**config.mk**
```make
export PLATFORM = sky130hd
export DESIGN_NAME = gpio_bank
export DESIGN_NICKNAME = d
export VERILOG_FILES = /design/src/rtl/gpio_pkg.sv /design/src/rtl/gpio_sync.sv /design/src/rtl/gpio_edge.sv /design/src/rtl/gpio_regs.sv /design/src/rtl/gpio_bank.sv
export SDC_FILE = /design/constraint.sdc
export NUM_CORES = 1
export LEC_CHECK = 0
export BUFFER_PORTS_ARGS = -buffer_cell sky130_fd_sc_hd__buf_2
export CAP_MARGIN = 10
export CORE_MARGIN = 2
export CORE_UTILIZATION = 29
export CTS_CLUSTER_DIAMETER = 120
export CTS_CLUSTER_SIZE = 28
export DETAILED_ROUTE_END_ITERATION = 16
export GPL_TIMING_DRIVEN = 0
export MAX_ROUTING_LAYER = met4
export SKIP_CTS_REPAIR_TIMING = 1
export SLEW_MARGIN = 15
export SYNTH_ARGS = -nofsm -noshare
export SYNTH_HDL_FRONTEND = slang
export SYNTH_SLANG_ARGS = --single-unit
```
**constraint.sdc**
```tcl
create_clock -name clk_i -period 2.75 [get_ports clk_i]
set_input_delay 0.275 -clock clk_i [delete_from_list [all_inputs] [get_ports clk_i]]
set_output_delay 0.275 -clock clk_i [all_outputs]
set_load 0.005 [all_outputs]
```
**src/rtl/gpio_pkg.sv**
```systemverilog
package gpio_pkg;
  localparam int ADDR_W = 3;

  typedef enum logic [ADDR_W-1:0] {
    REG_DATA = 3'd0,
    REG_DIR  = 3'd1,
    REG_IRQM = 3'd2,
    REG_IEN  = 3'd3,
    REG_POL  = 3'd4,
    REG_STAT = 3'd5,
    REG_PULL = 3'd6,
    REG_CTRL = 3'd7
  } gpio_reg_e;
endpackage

```
**src/rtl/gpio_sync.sv**
```systemverilog
module gpio_sync #(
  parameter int W = 8
) (
  input  logic         clk_i,
  input  logic         rst_ni,
  input  logic [W-1:0] d_i,
  output logic [W-1:0] q_o
);
  logic [W-1:0] s1_q, s2_q;

  always_ff @(posedge clk_i or negedge rst_ni) begin
    if (!rst_ni) begin
      s1_q <= '0;
      s2_q <= '0;
    end else begin
      s1_q <= d_i;
      s2_q <= s1_q;
    end
  end

  assign q_o = s2_q;
endmodule

```
**src/rtl/gpio_edge.sv**
```systemverilog
module gpio_edge #(
  parameter int W = 8
) (
  input  logic         clk_i,
  input  logic         rst_ni,
  input  logic [W-1:0] lvl_i,
  input  logic [W-1:0] irq_mode_i,
  input  logic [W-1:0] pol_i,
  input  logic         pd_i,
  input  logic [W-1:0] clr_i,
  output logic [W-1:0] status_o
);
  logic [W-1:0] prev_q, status_q, hit;

  // prev keeps tracking during power-down so exit creates no false edge
  always_comb begin
    for (int i = 0; i < W; i++) begin
      hit[i] = irq_mode_i[i] & ~pd_i &
               (pol_i[i] ? (lvl_i[i] & ~prev_q[i]) : (~lvl_i[i] & prev_q[i]));
    end
  end

  always_ff @(posedge clk_i or negedge rst_ni) begin
    if (!rst_ni) begin
      prev_q   <= '0;
      status_q <= '0;
    end else begin
      prev_q   <= lvl_i;
      status_q <= (status_q & ~clr_i) | hit;  // set wins
    end
  end

  assign status_o = status_q;
endmodule

```
**src/rtl/gpio_regs.sv**
```systemverilog
module gpio_regs
  import gpio_pkg::*;
#(
  parameter int W = 8
) (
  input  logic              clk_i,
  input  logic              rst_ni,
  input  logic [ADDR_W-1:0] addr_i,
  input  logic              wr_en_i,
  input  logic [W-1:0]      wdata_i,
  output logic [W-1:0]      rdata_o,
  input  logic [W-1:0]      lvl_i,
  input  logic [W-1:0]      status_i,
  output logic [W-1:0]      out_o,
  output logic [W-1:0]      dir_o,
  output logic [W-1:0]      irqm_o,
  output logic [W-1:0]      ien_o,
  output logic [W-1:0]      pol_o,
  output logic [W-1:0]      pull_o,
  output logic              pd_o,
  output logic [W-1:0]      clr_o
);
  logic [W-1:0] out_q, dir_q, irqm_q, ien_q, pol_q, pull_q;
  logic         pd_q;
  gpio_reg_e    sel;

  assign sel = gpio_reg_e'(addr_i);

  always_ff @(posedge clk_i or negedge rst_ni) begin
    if (!rst_ni) begin
      out_q  <= '0;
      dir_q  <= '0;
      irqm_q <= '0;
      ien_q  <= '0;
      pol_q  <= '0;
      pull_q <= '0;
      pd_q   <= 1'b0;
    end else if (wr_en_i) begin
      case (sel)
        REG_DATA: out_q  <= wdata_i;
        REG_DIR:  dir_q  <= wdata_i;
        REG_IRQM: irqm_q <= wdata_i;
        REG_IEN:  ien_q  <= wdata_i;
        REG_POL:  pol_q  <= wdata_i;
        REG_PULL: pull_q <= wdata_i;
        REG_CTRL: pd_q   <= wdata_i[0];
        default: ;
      endcase
    end
  end

  assign clr_o = (wr_en_i && sel == REG_STAT) ? wdata_i : '0;

  always_comb begin
    case (sel)
      REG_DATA: rdata_o = (dir_q & out_q) | (~dir_q & lvl_i & {W{~pd_q}});
      REG_DIR:  rdata_o = dir_q;
      REG_IRQM: rdata_o = irqm_q;
      REG_IEN:  rdata_o = ien_q;
      REG_POL:  rdata_o = pol_q;
      REG_STAT: rdata_o = status_i;
      REG_PULL: rdata_o = pull_q;
      default:  rdata_o = {{(W-1){1'b0}}, pd_q};
    endcase
  end

  assign out_o  = out_q;
  assign dir_o  = dir_q;
  assign irqm_o = irqm_q;
  assign ien_o  = ien_q;
  assign pol_o  = pol_q;
  assign pull_o = pull_q;
  assign pd_o   = pd_q;
endmodule

```
**src/rtl/gpio_bank.sv**
```systemverilog
module gpio_bank
  import gpio_pkg::*;
#(
  parameter int N_PINS = 8
) (
  input  logic              clk_i,
  input  logic              rst_ni,
  input  logic [ADDR_W-1:0] addr_i,
  input  logic              wr_en_i,
  input  logic [N_PINS-1:0] wdata_i,
  output logic [N_PINS-1:0] rdata_o,
  input  logic [N_PINS-1:0] pin_i,
  output logic [N_PINS-1:0] pin_o,
  output logic [N_PINS-1:0] pin_oe_o,
  output logic [N_PINS-1:0] pull_en_o,
  output logic              irq_o
);
  logic [N_PINS-1:0] lvl_w, status_w, clr_w, dir_w, irqm_w, ien_w, pol_w;
  logic [N_PINS-1:0] irq_mode_w;
  logic              pd_w;

  gpio_sync #(.W(N_PINS)) u_sync (
    .clk_i(clk_i), .rst_ni(rst_ni), .d_i(pin_i), .q_o(lvl_w)
  );

  gpio_regs #(.W(N_PINS)) u_regs (
    .clk_i(clk_i), .rst_ni(rst_ni), .addr_i(addr_i), .wr_en_i(wr_en_i),
    .wdata_i(wdata_i), .rdata_o(rdata_o), .lvl_i(lvl_w), .status_i(status_w),
    .out_o(pin_o), .dir_o(dir_w), .irqm_o(irqm_w), .ien_o(ien_w),
    .pol_o(pol_w), .pull_o(pull_en_o), .pd_o(pd_w), .clr_o(clr_w)
  );

  assign irq_mode_w = ~dir_w & irqm_w;

  gpio_edge #(.W(N_PINS)) u_edge (
    .clk_i(clk_i), .rst_ni(rst_ni), .lvl_i(lvl_w), .irq_mode_i(irq_mode_w),
    .pol_i(pol_w), .pd_i(pd_w), .clr_i(clr_w), .status_o(status_w)
  );

  assign pin_oe_o = dir_w & {N_PINS{~pd_w}};
  assign irq_o    = |(status_w & ien_w);
endmodule

```
# == Yosys cells after proc, flatten, opt, wreduce, memory -nomap -nowiden ==
# Cells that the tools add are included.
# word_totals
out_inout_bits,33
elab_cells,98
regBits,81
inputBits,22
# op_classes
n_eq_ne,7
mux,10
bitwise_logic,60
n_reduce_logical,10
# op_table
op,n
bitwise AND 8 bit,7
case mux 8 bit (7 select lines),1
bitwise AND 1 bit,32
inverter 1 bit,17
inverter 8 bit,2
bitwise OR 8 bit,2
AND reduction 2 bit,7
== test 3 bit (second input constant),4
2-to-1 mux 1 bit,8
2-to-1 mux 8 bit,1
OR reduction 8 bit,1
== test 3 x 2 -> 1 bit (second input constant),2
== test 3 x 1 -> 1 bit (second input constant),1
zero test 3 bit,1
logical AND 1 bit,1

# == Logic depth before layout (Yosys ltp) ==
# depth
word_depth,6
depth_mapped,5

# == Modules after synthesis ==
# From an unflattened synthesis, not the netlist that was laid out.
# unflattened
hier_cells,297
hier_area_um2,3696.0
# by_module_without_submodules
module,n_inst,cells_per_inst,area_each_um2,seq_area_each_um2
gpio_regs,1,195,2478.6,1226.2
gpio_edge,1,65,680.7,400.4
gpio_sync,1,16,400.4,400.4
gpio_bank,1,21,136.4,0.0

# == Least setup slack after synthesis ==
# OpenSTA, ideal clock, no wires.
# synth_path
kind,reg-to-output
startpoint,reg u_regs.pd_q (netlist: u_regs.pd_o)
endpoint,out rdata_o[6]
arrival_ps,1244
required_time_ps,2475
stages_incl_launch_ff,5
slack_ps,1231
n_path_buf,1
cell_sequence,dfrtp_1 -> clkbuf_1 -> or3b_2 -> a21o_1 -> o2111ai_1
# synth_between
elab_chain_len,4
# synth_rtl
element,line_no,text
"start, declared",gpio_regs.sv:24,logic pd_q;
"start signal, assigned",gpio_regs.sv:46,REG_CTRL: pd_q <= wdata_i[0];
inverter 1 bit,gpio_regs.sv:56,REG_DATA: rdata_o = (dir_q & out_q) | (~dir_q & lvl_i & {W{~pd_q}});
bitwise AND 8 bit,gpio_regs.sv:56,
bitwise OR 8 bit,gpio_regs.sv:56,
case mux 8 bit (7 select lines),gpio_regs.sv:55,case (sel)
"end, declared",gpio_bank.sv:11,"output logic [N_PINS-1:0] rdata_o,"
# Every way passes these cells.

# == Worst setup path after layout ==
# layout_path
startpoint,reg u_regs.pd_q (netlist: u_regs.pd_o)
endpoint,out pin_oe_o[7]
# layout_between
elab_chain_len,2
# layout_rtl
element,line_no,text
inverter 1 bit,gpio_bank.sv:40,assign pin_oe_o = dir_w & {N_PINS{~pd_w}};
bitwise AND 8 bit,gpio_bank.sv:40,
"end, declared",gpio_bank.sv:14,"output logic [N_PINS-1:0] pin_oe_o,"
# Every way passes these cells.

==> out/summary.txt <==
outcome - complete, no violations
H-tree levels - 3
Hold WS - 45.1 ps
critical path fanouts, max - 10
antenna-violating nets left - 0
layout cell share with drive strength beyond 1 - 43.7%
via count - 2598
initial drt markers - 128
DIE WIDTH - 117 um
R2R setup slack - 800 ps
Root Buffer - clkbuf_16
# clock sinks - 81
largest net degree at the start of global routing - 58
Die Ht - 117 um
antenna violations before repair - 0
post-route setup slack - 397 ps
critical path's slowest cell - clkbuf_1
dpl hpwl - 6490 um
Core Box Area - 0.0126 mm2
Max Cap Viol - 0
total CTS buffers - 9
P_int - 2.56 mW
WL/cell - 18.3 um
Reg2Reg Launch Point - u_regs.pd_o
synthesized instance count - 279
HP Start - pin_i[7]
post-layout min period - 2350 ps
Layout Utilization - 35.9%
Final Power - 3.58 mW
Placement Setup Slack - 716 ps
RSZ-0062 raised after global routing - no
IO Pins - 55
# setup viols final - 0
gpl congestion - 0.801
Initial Utilization - 29.5%
Synthesized Nets - 301
CP most frequent cell - clkbuf_1
post-synthesis sequential area ratio - 54.7%
Yosys reg bits - 81
Max Fclk - 425 MHz
die area - 0.0137 mm2
Longest Clk Path Bufs - 2
Logic pwr share - 21.6%
Max-slew headroom - 26.1%
DRT Wirelength - 9570 um
Clock Latency Late Sink - 330 ps
Syn Area/Cell - 13.3 um2
period utilization - 85.6%
CP Capture Type - output pin
global-route wire length before repair - 15200 um
Crit Path Category - reg2out
Final Hold Viols - 0
Syn. warnings - 0
Hold Path Depth - 1
DRC - 0
Seq pwr share - 46.0%
ANT cells - 0
Setup TNS - 0 ps
Clock power frac - 32.4%
Cell Pwr Density - 793 mW/mm2
filler cell count - 1236
GRT Overall Usage - 15.4%
crit-path cells - clkbuf_1, clkbuf_1, nor2b_1, buf_2
Multi-input gate area - 0.00158 mm2
largest stage delay on the critical path - 590 ps
CTS tree - yes
IO buf count - 54
delay-heaviest family, CP - buffers and inverters
clock skew - 5.73 ps
Worst Path Arrival - 2080 ps
Pre-antenna DRT Iters - 4
R2R Path End - u_edge.status_o[6]
NumNets Final - 368
Worst Max-Slew Pin Slew - 1100 ps
synthesized cell area - 0.00370 mm2
Min-Delay Path Class - in2reg
largest vdd supply drop - 0.257 mV
startpoint types - flop
via/cell ratio - 4.98
Switching Share - 28.4%
num rows - 41
R2R depth - 4
register area - 0.00203 mm2
Hold EP - u_sync.s1_q[7]
worst path bufs/invs - 3
required time worst endpoint - 2480 ps
leakage power - 1.95 nW
Syn-to-layout area delta - 21.9%
vias in the first global route - 2799
total gr overflow - 0
Max Slew Vio Count - 0
Yosys cell types - 38
Sw Pwr - 1.02 mW
Clock transition at path regs - 60 ps
## Yosys cell counts (all sizes together)
| master | count | area [um2] |
|---|---|---|
| and3b | 2 | 17.5 |
| o211ai | 2 | 15.0 |
| or3 | 2 | 12.5 |
| a21o | 1 | 7.51 |
| mux2 | 67 | 785 |
| o21ai | 9 | 45.0 |
| nand4 | 2 | 12.5 |
| and4b | 1 | 10.0 |
| nand2 | 14 | 52.6 |
| nand3b | 7 | 52.6 |
| a222oi | 1 | 10.0 |
| a32o | 8 | 80.1 |
| a221oi | 8 | 70.1 |
| and2b | 1 | 7.51 |
| buf | 8 | 60.1 |
| nand3 | 2 | 15.0 |
| a22oi | 14 | 105 |
| o22ai | 4 | 25.0 |
| nor2b | 13 | 81.3 |
| nor3 | 4 | 52.6 |
| or3b | 1 | 8.76 |
| o2111ai | 1 | 8.76 |
| nand2b | 9 | 63.8 |
| clkbuf | 4 | 25.0 |
| nor2 | 9 | 33.8 |
| inv | 3 | 11.3 |
| o221ai | 1 | 8.76 |
| dfrtp | 81 | 2030 |
## routing by layer
layer  part of all wire (%)  track usage [%]  vias up  wire, um
li1                       -                -     1176         -
met4                    1.5             5.49        0       148
met2                     48             23.4       74      4580
met1                     45             19.7     1337      4330
met5                      0                -        -         0
met3                    5.5             4.53       11       522
## how the worst max path moves through the flow
stage | start | endpoint | slack [ps] | cells after the start
6_report | u_regs.pd_o | pin_oe_o[7] | 400 | 4
5_1_grt | u_regs.pd_o | pin_oe_o[7] | 340 | 4
4_1_cts | u_regs.pd_o | pin_oe_o[7] | 410 | 4
3_5_place_dp | addr_i[0] | u_regs.out_o[2] | 720 | 4
3_3_place_gp | addr_i[0] | u_regs.out_o[1] | 720 | 4
2_1_floorplan | u_regs.pd_o | rdata_o[6] | 1230 | 4
## final cells by class
class	count	area share, %
multi-input combinational	183	35.0
inverter	3	0.249
timing repair buffer	56	6.87
tap	172	4.77
clock inverter	6	1.33
sequential	81	44.9
buffer	12	1.88
clock buffer	9	4.99
## cell usage in the layout, fill, tap and decap left out, types with 4 or more instances in the layout
master	count
a22oi_1	14
nand2b_1	8
nand2_1	14
mux2_4	8
nand3b_1	7
buf_2	56
o22ai_1	4
dfrtp_1	81
a32o_1	8
mux2_2	59
clkbuf_16	9
o21ai_0	8
a221oi_1	8
nor2b_1	13
nor2_1	9
## cell families after synthesis
| kind of cell | share of synthesized area (%) |
|---|---|
| flip-flops | 54.7 |
| multiplexers | 21.2 |
| AND/OR/NAND/NOR | 11.4 |
| AO/OA/AOI/OAI | 10.1 |
| buffers and inverters | 2.60 |
## power groups by stage
stage / Clock (mW) / Combinational, mW / Sequential [mW]
final: 1.16 / 0.772 / 1.65
after global routing: 1.23 / 0.854 / 1.68
after CTS: 1.18 / 0.780 / 1.65
after detailed placement: 0 / 0.776 / 1.66
after global placement: 0 / 0.750 / 1.65
after floorplan: 0 / 0.497 / 1.59
## through the flow
step,cells,cell area [um2]
3_5_place_dp,506,4220
6_report,522,4510
4_1_cts,521,4500
2_1_floorplan,279,3700
5_1_grt,522,4510
3_3_place_gp,505,4190
## state kept, by name, indices dropped and copies added, names as in the netlist
name and count:
u_regs.ien_o 8, u_regs.irqm_o 8, u_edge.status_o 8, u_sync.s1_q 8
u_regs.dir_o 8, u_edge.prev_q 8, u_regs.out_o 8, u_regs.pd_o 1
u_regs.pull_o 8, u_regs.pol_o 8, u_sync.q_o 8
Note: power is estimated with default switching activity, not from simulation.
